### src/rtl/otp_seq_pkg.sv
package otp_seq_pkg;

    typedef enum logic [3:0] {
        ST_IDLE,
        ST_PU_MASK,
        ST_PU_ENA,
        ST_PU_WAIT,
        ST_PU_ENB,
        ST_PU_UNISO,
        ST_RD_ISSUE,
        ST_RD_POLL,
        ST_PD_ISO,
        ST_PD_ENB,
        ST_PD_WAIT,
        ST_PD_ENA,
        ST_PD_UNMASK,
        ST_FINISH
    } seq_state_t;

endpackage

### src/rtl/otp_cycle_timer.sv
module otp_cycle_timer #(
    parameter int unsigned LIMIT = 16
) (
    input  logic clk,
    input  logic rst_n,
    input  logic clr,
    input  logic run,
    output logic expired
);
    localparam int unsigned CW = $clog2(LIMIT + 1);
    localparam logic [CW-1:0] LAST = CW'(LIMIT - 1);

    logic [CW-1:0] cnt_q;

    assign expired = (cnt_q == LAST);

    always_ff @(posedge clk) begin
        if (!rst_n) begin
            cnt_q <= '0;
        end else if (clr) begin
            cnt_q <= '0;
        end else if (run && !expired) begin
            cnt_q <= cnt_q + 1'b1;
        end
    end


    timer_hold_chk: assert property (@(posedge clk) disable iff (!rst_n)
        (expired && run && !clr) |=> expired);

endmodule

### src/rtl/otp_addr_walker.sv
module otp_addr_walker #(
    parameter int unsigned AW = 10,
    parameter int unsigned LW = 8
) (
    input  logic          clk,
    input  logic          rst_n,
    input  logic          load,
    input  logic          step,
    input  logic [AW-1:0] start_addr,
    input  logic [LW-1:0] count,
    output logic [AW-1:0] cur_addr,
    output logic          last
);
    logic [AW-1:0] addr_q;
    logic [LW-1:0] left_q;

    assign cur_addr = addr_q;
    assign last     = (left_q == LW'(1));

    always_ff @(posedge clk) begin
        if (!rst_n) begin
            addr_q <= '0;
            left_q <= '0;
        end else if (load) begin
            addr_q <= start_addr;
            left_q <= count;
        end else if (step) begin
            addr_q <= addr_q + 1'b1;
            left_q <= left_q - 1'b1;
        end
    end


    walk_underflow_chk: assert property (@(posedge clk) disable iff (!rst_n)
        step |-> (left_q != '0));

endmodule

### src/rtl/otp_rd_seq.sv
module otp_rd_seq
    import otp_seq_pkg::*;
#(
    parameter int unsigned AW            = 10,
    parameter int unsigned LW            = 8,
    parameter int unsigned SETTLE_CYCLES = 250000,
    parameter int unsigned POLL_LIMIT    = 250000000
) (
    input  logic          clk,
    input  logic          rst_n,
    input  logic          req_start,
    input  logic [AW-1:0] req_addr,
    input  logic [LW-1:0] req_len,
    output logic          busy,
    output logic          byte_valid,
    output logic [7:0]    byte_data,
    output logic          done,
    output logic          err_timeout,
    output logic          fuse_req,
    output logic [AW-1:0] fuse_addr,
    input  logic          fuse_rdy,
    input  logic [7:0]    fuse_rdata,
    output logic          pwr_wmask,
    output logic          pwr_en_a,
    output logic          pwr_en_b,
    output logic          pwr_iso
);
    localparam int unsigned GW = $clog2(SETTLE_CYCLES + 1);

    seq_state_t state_q, state_d;
    logic settle_hit, poll_hit, walk_last, fail_q;
    logic [AW-1:0] walk_addr;

    // ---------------- helpers ----------------
    otp_addr_walker #(.AW(AW), .LW(LW)) u_walk (
        .clk        (clk),
        .rst_n      (rst_n),
        .load       (state_q == ST_IDLE && req_start),
        .step       (state_q == ST_RD_POLL && fuse_rdy),
        .start_addr (req_addr),
        .count      (req_len),
        .cur_addr   (walk_addr),
        .last       (walk_last)
    );

    otp_cycle_timer #(.LIMIT(SETTLE_CYCLES)) u_settle (
        .clk     (clk),
        .rst_n   (rst_n),
        .clr     (state_q == ST_PU_ENA || state_q == ST_PD_ENB),
        .run     (state_q == ST_PU_WAIT || state_q == ST_PD_WAIT),
        .expired (settle_hit)
    );

    otp_cycle_timer #(.LIMIT(POLL_LIMIT)) u_poll (
        .clk     (clk),
        .rst_n   (rst_n),
        .clr     (state_q == ST_RD_ISSUE),
        .run     (state_q == ST_RD_POLL),
        .expired (poll_hit)
    );

    // ---------------- state register ----------------
    always_ff @(posedge clk) begin
        if (!rst_n) state_q <= ST_IDLE;
        else        state_q <= state_d;
    end

    always_comb begin
        state_d = state_q;
        unique case (state_q)
            ST_IDLE:      if (req_start) state_d = (req_len == '0) ? ST_FINISH : ST_PU_MASK;
            ST_PU_MASK:   state_d = ST_PU_ENA;
            ST_PU_ENA:    state_d = ST_PU_WAIT;
            ST_PU_WAIT:   if (settle_hit) state_d = ST_PU_ENB;
            ST_PU_ENB:    state_d = ST_PU_UNISO;
            ST_PU_UNISO:  state_d = ST_RD_ISSUE;
            ST_RD_ISSUE:  state_d = ST_RD_POLL;
            ST_RD_POLL: begin
                if (fuse_rdy)      state_d = walk_last ? ST_PD_ISO : ST_RD_ISSUE;
                else if (poll_hit) state_d = ST_PD_ISO;
            end
            ST_PD_ISO:    state_d = ST_PD_ENB;
            ST_PD_ENB:    state_d = ST_PD_WAIT;
            ST_PD_WAIT:   if (settle_hit) state_d = ST_PD_ENA;
            ST_PD_ENA:    state_d = ST_PD_UNMASK;
            ST_PD_UNMASK: state_d = ST_FINISH;
            ST_FINISH:    state_d = ST_IDLE;
            default:      state_d = ST_IDLE;
        endcase
    end

    // ---------------- outputs ----------------
    assign busy      = (state_q != ST_IDLE);
    assign fuse_req  = (state_q == ST_RD_ISSUE);
    assign fuse_addr = walk_addr;

    always_ff @(posedge clk) begin
        if (!rst_n) begin
            pwr_wmask   <= 1'b0;
            pwr_en_a    <= 1'b0;
            pwr_en_b    <= 1'b0;
            pwr_iso     <= 1'b1;
            byte_valid  <= 1'b0;
            byte_data   <= '0;
            done        <= 1'b0;
            err_timeout <= 1'b0;
            fail_q      <= 1'b0;
        end else begin
            byte_valid  <= 1'b0;
            done        <= 1'b0;
            err_timeout <= 1'b0;
            unique case (state_q)
                ST_IDLE:      if (req_start) fail_q <= 1'b0;
                ST_PU_MASK:   pwr_wmask <= 1'b1;
                ST_PU_ENA:    pwr_en_a  <= 1'b1;
                ST_PU_ENB:    pwr_en_b  <= 1'b1;
                ST_PU_UNISO:  pwr_iso   <= 1'b0;
                ST_RD_POLL: begin
                    if (fuse_rdy) begin
                        byte_valid <= 1'b1;
                        byte_data  <= fuse_rdata;
                    end else if (poll_hit) begin
                        fail_q <= 1'b1;
                    end
                end
                ST_PD_ISO:    pwr_iso   <= 1'b1;
                ST_PD_ENB:    pwr_en_b  <= 1'b0;
                ST_PD_ENA:    pwr_en_a  <= 1'b0;
                ST_PD_UNMASK: pwr_wmask <= 1'b0;
                ST_FINISH: begin
                    done        <= 1'b1;
                    err_timeout <= fail_q;
                end
                default: ;
            endcase
        end
    end

    // ---------------- checks ----------------
    logic [GW-1:0] gap_q;
    always_ff @(posedge clk) begin
        if (!rst_n || !pwr_en_a)                                  gap_q <= '0;
        else if (!pwr_en_b && gap_q != GW'(SETTLE_CYCLES))        gap_q <= gap_q + 1'b1;
    end


    pu_order_chk: assert property (@(posedge clk) disable iff (!rst_n)
        $rose(pwr_en_b) |-> (pwr_en_a && pwr_wmask));


    settle_gap_chk: assert property (@(posedge clk) disable iff (!rst_n)
        $rose(pwr_en_b) |-> (gap_q == GW'(SETTLE_CYCLES)));


    req_powered_chk: assert property (@(posedge clk) disable iff (!rst_n)
        fuse_req |-> (!pwr_iso && pwr_en_b && pwr_en_a));


    valid_done_chk: assert property (@(posedge clk) disable iff (!rst_n)
        byte_valid |-> !done);


    pd_order_chk: assert property (@(posedge clk) disable iff (!rst_n)
        $fell(pwr_en_a) |-> (pwr_iso && !pwr_en_b));


    done_off_chk: assert property (@(posedge clk) disable iff (!rst_n)
        done |-> (pwr_iso && !pwr_en_a && !pwr_en_b && !pwr_wmask));


    err_done_chk: assert property (@(posedge clk) disable iff (!rst_n)
        err_timeout |-> done);

endmodule

### config.mk
export PLATFORM = sky130hd
export DESIGN_NAME = otp_rd_seq
export DESIGN_NICKNAME = d
export VERILOG_FILES = /design/src/rtl/otp_seq_pkg.sv /design/src/rtl/otp_cycle_timer.sv /design/src/rtl/otp_addr_walker.sv /design/src/rtl/otp_rd_seq.sv
export SDC_FILE = /design/constraint.sdc
export NUM_CORES = 1
export LEC_CHECK = 0
export BUFFER_PORTS_ARGS = -buffer_cell sky130_fd_sc_hd__buf_2
export CAP_MARGIN = 20
export CORE_UTILIZATION = 35
export CTS_CLUSTER_DIAMETER = 100
export DETAILED_ROUTE_END_ITERATION = 16
export PLACE_DENSITY = 0.61
export SETUP_SLACK_MARGIN = 0.15
export SKIP_LAST_GASP = 1
export SLEW_MARGIN = 0
export SYNTH_ARGS = -nofsm -noshare
export SYNTH_HDL_FRONTEND = slang
export SYNTH_SLANG_ARGS = --single-unit
### constraint.sdc
create_clock -name clk -period 3.45 [get_ports clk]
set_input_delay 0.1725 -clock clk [delete_from_list [all_inputs] [get_ports clk]]
set_output_delay 0.1725 -clock clk [all_outputs]
set_load 0.005 [all_outputs]
**Word-level counts from Yosys, hierarchy flattened**

Index checks and enable logic that the tools add are counted.

- ROM bits: 0
- Output and inout bits: 27
- Logic and storage cells: 87
- Memory bits (writable): 0
- Memories: 0
- Latch bits: 0
- Register bits after elaboration: 84

- Shift operators: 0
- Bitwise gates (word level): 1
- Eq/ne operators: 22
- Magnitude comparators: 0
- Muxes and demuxes: 22
- Multiply operators: 0
- Reductions and logical operators: 24
- Divide/modulo/power cells: 0
- Add/subtract/negate cells: 4

Operators with widths:

| kind | count |
|---|---|
| $pmux 4 s13 | 1 |
| $add 28x1->28 const B | 1 |
| $eq 28x28->1 const B | 1 |
| $mux 4 | 7 |
| $eq 4x4->1 const B | 6 |
| $mux 10 | 2 |
| $add 18x1->18 const B | 1 |
| $eq 18x18->1 const B | 1 |
| $eq 4x3->1 const B | 4 |
| $mux 8 | 2 |
| $reduce_bool 2->1 | 6 |
| $add 10x1->10 const B | 1 |
| $pmux 1 s2 | 5 |
| $eq 4x2->1 const B | 2 |
| $eq 8x1->1 const B | 1 |
| $logic_not 8->1 | 1 |
| $reduce_and 4->1 | 2 |
| $sub 8x1->8 const B | 1 |
| $ne 2x2->1 const B | 3 |
| $reduce_and 2->1 | 3 |
| $mux 1 | 5 |
| $eq 4x1->1 const B | 1 |
| $logic_and 1x1->1 | 4 |
| $logic_not 4->1 | 1 |
| 7 further kinds | 11 |

**Logic depth before layout (Yosys ltp)**

- Depth after elaboration: 4
- Gate-level depth with buffers: 8
- Gate-level depth less buffers: 6

**Modules after synthesis**

Synthesis repeated with hierarchy kept, for this count alone.

- Cells, all modules: 520
- Area total of the unflattened synthesis: 4267.8 µm²

By module, submodules not included:

| module | cells an instance | instances | sequential area each (µm²) | area each (µm²) |
|---|---|---|---|---|
| otp_cycle_timer at u_poll | 160 | 1 | 560.5 | 1361.3 |
| otp_rd_seq | 129 | 1 | 400.4 | 1013.5 |
| otp_cycle_timer at u_settle | 117 | 1 | 360.3 | 947.2 |
| otp_addr_walker | 114 | 1 | 360.3 | 945.9 |

**Least setup slack after synthesis**

Ideal clock, no wire load.

- Kind: register to register
- Start point: reg u_settle.cnt_q[0]
- End point: reg u_settle.cnt_q[13]
- Setup time: 115 ps
- Slack: 1526 ps
- Data arrival time: 1809 ps
- Cell stages (with the launch flop): 9
- Required time: 3335 ps
- Cells stage by stage: dfxtp_1 > ha_1 > nand2_1 > or4_1 > clkbuf_1 > o211ai_1 > buf_2 > nor3_1 > o21a_1

- Cells in the longest elaborated chain, start to end: 3
- Elaborated cells on any way between the ends: 4
- Classes of those cells: add/sub (1); eq/ne (1); reduce/logical (2)

RTL lines:

| item | line | text |
|---|---|---|
| start, declared | otp_cycle_timer.sv:13 | `logic [CW-1:0] cnt_q;` |
| start signal, assigned | otp_cycle_timer.sv:23 | `cnt_q <= cnt_q + 1'b1;` |
| parallel branches: the longest is 3 deep, another holds $add 18x1->18 | - |  |

Several ways; the timed one is not identified.
A chain may end at the register's enable or synchronous reset.

**Worst setup path in the final report**

- Start point: reg state_q[0]
- End point: reg u_poll.cnt_q[7]

- Cells in the longest elaborated chain, start to end: 2
- Elaborated cells on any way between the ends: 4
- Classes of those cells: eq/ne (2); reduce/logical (2)

RTL lines:

| item | line | text |
|---|---|---|
| start, declared | otp_rd_seq.sv:30 | `seq_state_t state_q, state_d;` |
| start signal, assigned | otp_rd_seq.sv:65 | `else state_q <= state_d;` |
| $eq 4x3->1 (on tied branches) | otp_rd_seq.sv:57, otp_rd_seq.sv:58 |  |
| $reduce_or 2->1 (no line) or $logic_and 1x1->1 (tied branches) | - |  |
| end signal, assigned | otp_cycle_timer.sv:23 |  |
| end, declared | otp_cycle_timer.sv:13 |  |

Several ways; a longest one is shown, not always the timed one.

==> results.json <==
{
  "status": "completed",
  "dr.pass1.iters": 4,
  "finalSetupViolCount": 0,
  "cp-start-kind": "flop",
  "postRouteAntennaNets": 0,
  "numCtsBuffers": 9,
  "tns_ps": 0,
  "h-tree-depth": 3,
  "synth_compound_area_share_pct": 18.91,
  "yosysUniqueCellTypes": 64,
  "nNetsFinal": 598,
  "slew-limit-headroom_pct": 38.99,
  "place.gp.congestion": 0.7876,
  "max_freq_mhz": 387.9,
  "synth_area_leaders": "dfxtp_1, a21oi_1, nand2_1",
  "cts_tree": "yes",
  "initial_core_util_pct": 36.53,
  "netlist_instances": 521,
  "rsz0062_at_grt": "no",
  "antenna_found_initial": 0,
  "min_to": "byte_data[7]",
  "synth_area_mm2": 0.004260,
  "routed-via-count": 3871,
  "min_from": "fuse_rdata[7]",
  "finalInstanceArea_mm2": 0.004912,
  "syn_area_per_cell_um2": 8.177,
  "yosysMostFrequentCell": "dfxtp_1",
  "synth_top_family_by_area": "simple AND/OR/NAND/NOR gates",
  "synthArstFlopShare_pct": 0,
  "yosysTopAreaCell": "dfxtp_1",
  "drive_above_1_share_pct": 17.78,
  "synth_flop_cell": "dfxtp_1",
  "skew_ps": 4.956,
  "synthXorXnorAreaFrac_pct": 4.934,
  "grt_pass1_vias": 3564,
  "first_iter_violations": 161,
  "die_h_um": 112.3,
  "clkSlewWorstSetupHoldPaths_ps": 60,
  "yosys.area_share.simple_pct": 30.13,
  "finalCritPeriodShare_pct": 74.73,
  "yosysWarnings": 0,
  "synth_seq_cells": 84,
  "syn2layout_area_growth_pct": 15.30,
  "period_minus_slack_ps": 2578,
  "synth-seq-area-share_pct": 39.47,
  "via_per_inst": 5.444,
  "rows": 39,
  "arrival_ps": 2850,
  "cts_hold_buffers": 0,
  "wire_per_inst_um": 14.00,
  "yosysTopAreaCellShare_pct": 39.47,
  "fillers": 1149,
  "num_io_pins": 57,
  "core_area_mm2": 0.01166,
  "cts_setup_buffers": 0,
  "max-vdd-ir-drop_uv": 244.9,
  "cp-end-kind": "flop",
  "gr-total-overflow": 0,
  "synth_edf_count": 0,
  "grt_first_pass_wirelength_mm": 16.94,
  "timing.rr.end": "u_poll.cnt_q[7]",
  "grt_max_degree": 29,
  "reg2reg_depth": 4,
  "synth.area.mux_share_pct": 0.2349,
  "hold_class": "input pin to flop",
  "hpwl_mm": 6.928,
  "cts_root_buf": "clkbuf_16",
  "cts_resized": 0,
  "cts.sinks": 84,
  "p_per_area_mw_per_mm2": 464.2,
  "clock_latency_ps": 340,
  "drc_errors": 0,
  "place_area_mm2": 0.004608,
  "yosys-top-cells-count": "dfxtp_1, a21oi_1, nand2_1, nor2_1, o21ai_0",
  "worstReg2RegStart": "state_q[0]",
  "cts_buffer_depth": 2,
  "antennaDiodeCount": 0,
  "die_w_um": 112.3,
  "synthAdderAreaFrac_pct": 1.468,
  "reg2reg_slack_ps": 870,
  "wirelength_mm": 9.955,
  "tightest_slew_ps": 915.2,
  "track_usage_pct": 16.68,
  "cap_violations": 0,
  "whs_ps": 64.33,
  "worstSetupPathType": "flop to flop",
  "hold_viol": 0,
  "io_buffers": 56,
  "required_ps": 3720,
  "maxSlewViolCount": 0,
  "synth_nets": 556,
  "min_path_cells": 3,
  "leakage_nw": 1.777,
  "crit_fanout": 22,
  "die_area_mm2": 0.01262
}
-- logic make-up after synthesis --
logic type               count (synthesis)
AO/OA/AOI/OAI                          135
XOR/XNOR                                24
adder cells (fa/ha/maj)                  5
buffers and inverters                   45
flip-flops                              84
multiplexers                             1
AND/OR/NAND/NOR                        227
-- worst max-delay path: stages (launching register included) --
cell	delay, ps
dfxtp_1	770
and4b_1	450
nand3_1	540
or4_1	590
a21oi_1	150
-- power by group --
part	switching (W)	internal, W
Sequential	0.0000551	0.00101
Combinational	0.000131	0.0000982
Clock	0.000390	0.000598
Total	0.000576	0.00170
-- through the flow --
| stage | setup slack (ps) | util [%] | std cells | power (W) |
|---|---|---|---|---|
| final | 871.8 | 42.12 | 711 | 0.002280 |
| after detailed placement | 870.9 | 39.51 | 695 | 0.001312 |
| after global routing | 674.0 | 42.12 | 711 | 0.002388 |
| after floorplan | 1527 | - | 521 | 0.001229 |
| after CTS | 862.4 | 42.12 | 711 | 0.002308 |
| after global placement | 967.5 | 39.51 | 695 | 0.001309 |
-- metal layers --
layer	up-vias	global-route usage (%)	wire length, µm
li1	1963	-	-
met1	1797	20.95	4685
met2	100	26.83	4472
met3	11	5.400	650
met4	0	5.956	146
met5	-	0	0
-- layout by cell type (no fill, tap or decap), types with 6 or more instances in the layout --
cell / count
xor2_1: 8
o21ai_0: 37
inv_1: 16
nand3_1: 21
nor4_1: 7
nand2_1: 52
and3_1: 12
nand2b_1: 6
nand4_1: 10
nor3_2: 7
buf_2: 56
nor2_1: 49
a21oi_1: 52
or4_1: 8
clkbuf_16: 9
xnor2_1: 16
nor3_1: 8
or3_1: 16
dfxtp_1: 84
-- layout make-up --
cell class	instances	area [µm²]	share of cell area, %
Sequential cell	84	1682	34.23
Multi-Input combinational cell	392	2381	48.47
Tap cell	143	178.9	3.642
Timing Repair Buffer	59	302.8	6.164
Clock inverter	4	47.55	0.9679
Inverter	17	63.81	1.299
Clock buffer	12	256.5	5.222
-- worst max path at each step --
| stage | start | endpoint | slack (ps) | cells past startpoint |
|---|---|---|---|---|
| after detailed placement | state_q[0] | u_poll.cnt_q[9] | 870 | 4 |
| final | state_q[0] | u_poll.cnt_q[7] | 870 | 4 |
| after CTS | state_q[0] | u_poll.cnt_q[7] | 860 | 4 |
| after global placement | state_q[0] | u_poll.cnt_q[5] | 970 | 4 |
| after global routing | state_q[0] | u_poll.cnt_q[7] | 670 | 4 |
| after floorplan | u_settle.cnt_q[0] | u_settle.cnt_q[13] | 1530 | 8 |
-- state kept, by name, summed over array words and instances (netlist names) --
signal and cells:
fail_q 1, byte_data 8, done 1, pwr_en_a 1, u_walk.cur_addr 10, pwr_wmask 1, byte_valid 1, pwr_iso 1
pwr_en_b 1, u_poll.cnt_q 28, u_settle.cnt_q 18, state_q 4, err_timeout 1, u_walk.left_q 8
(Power assumes the default switching activity.)
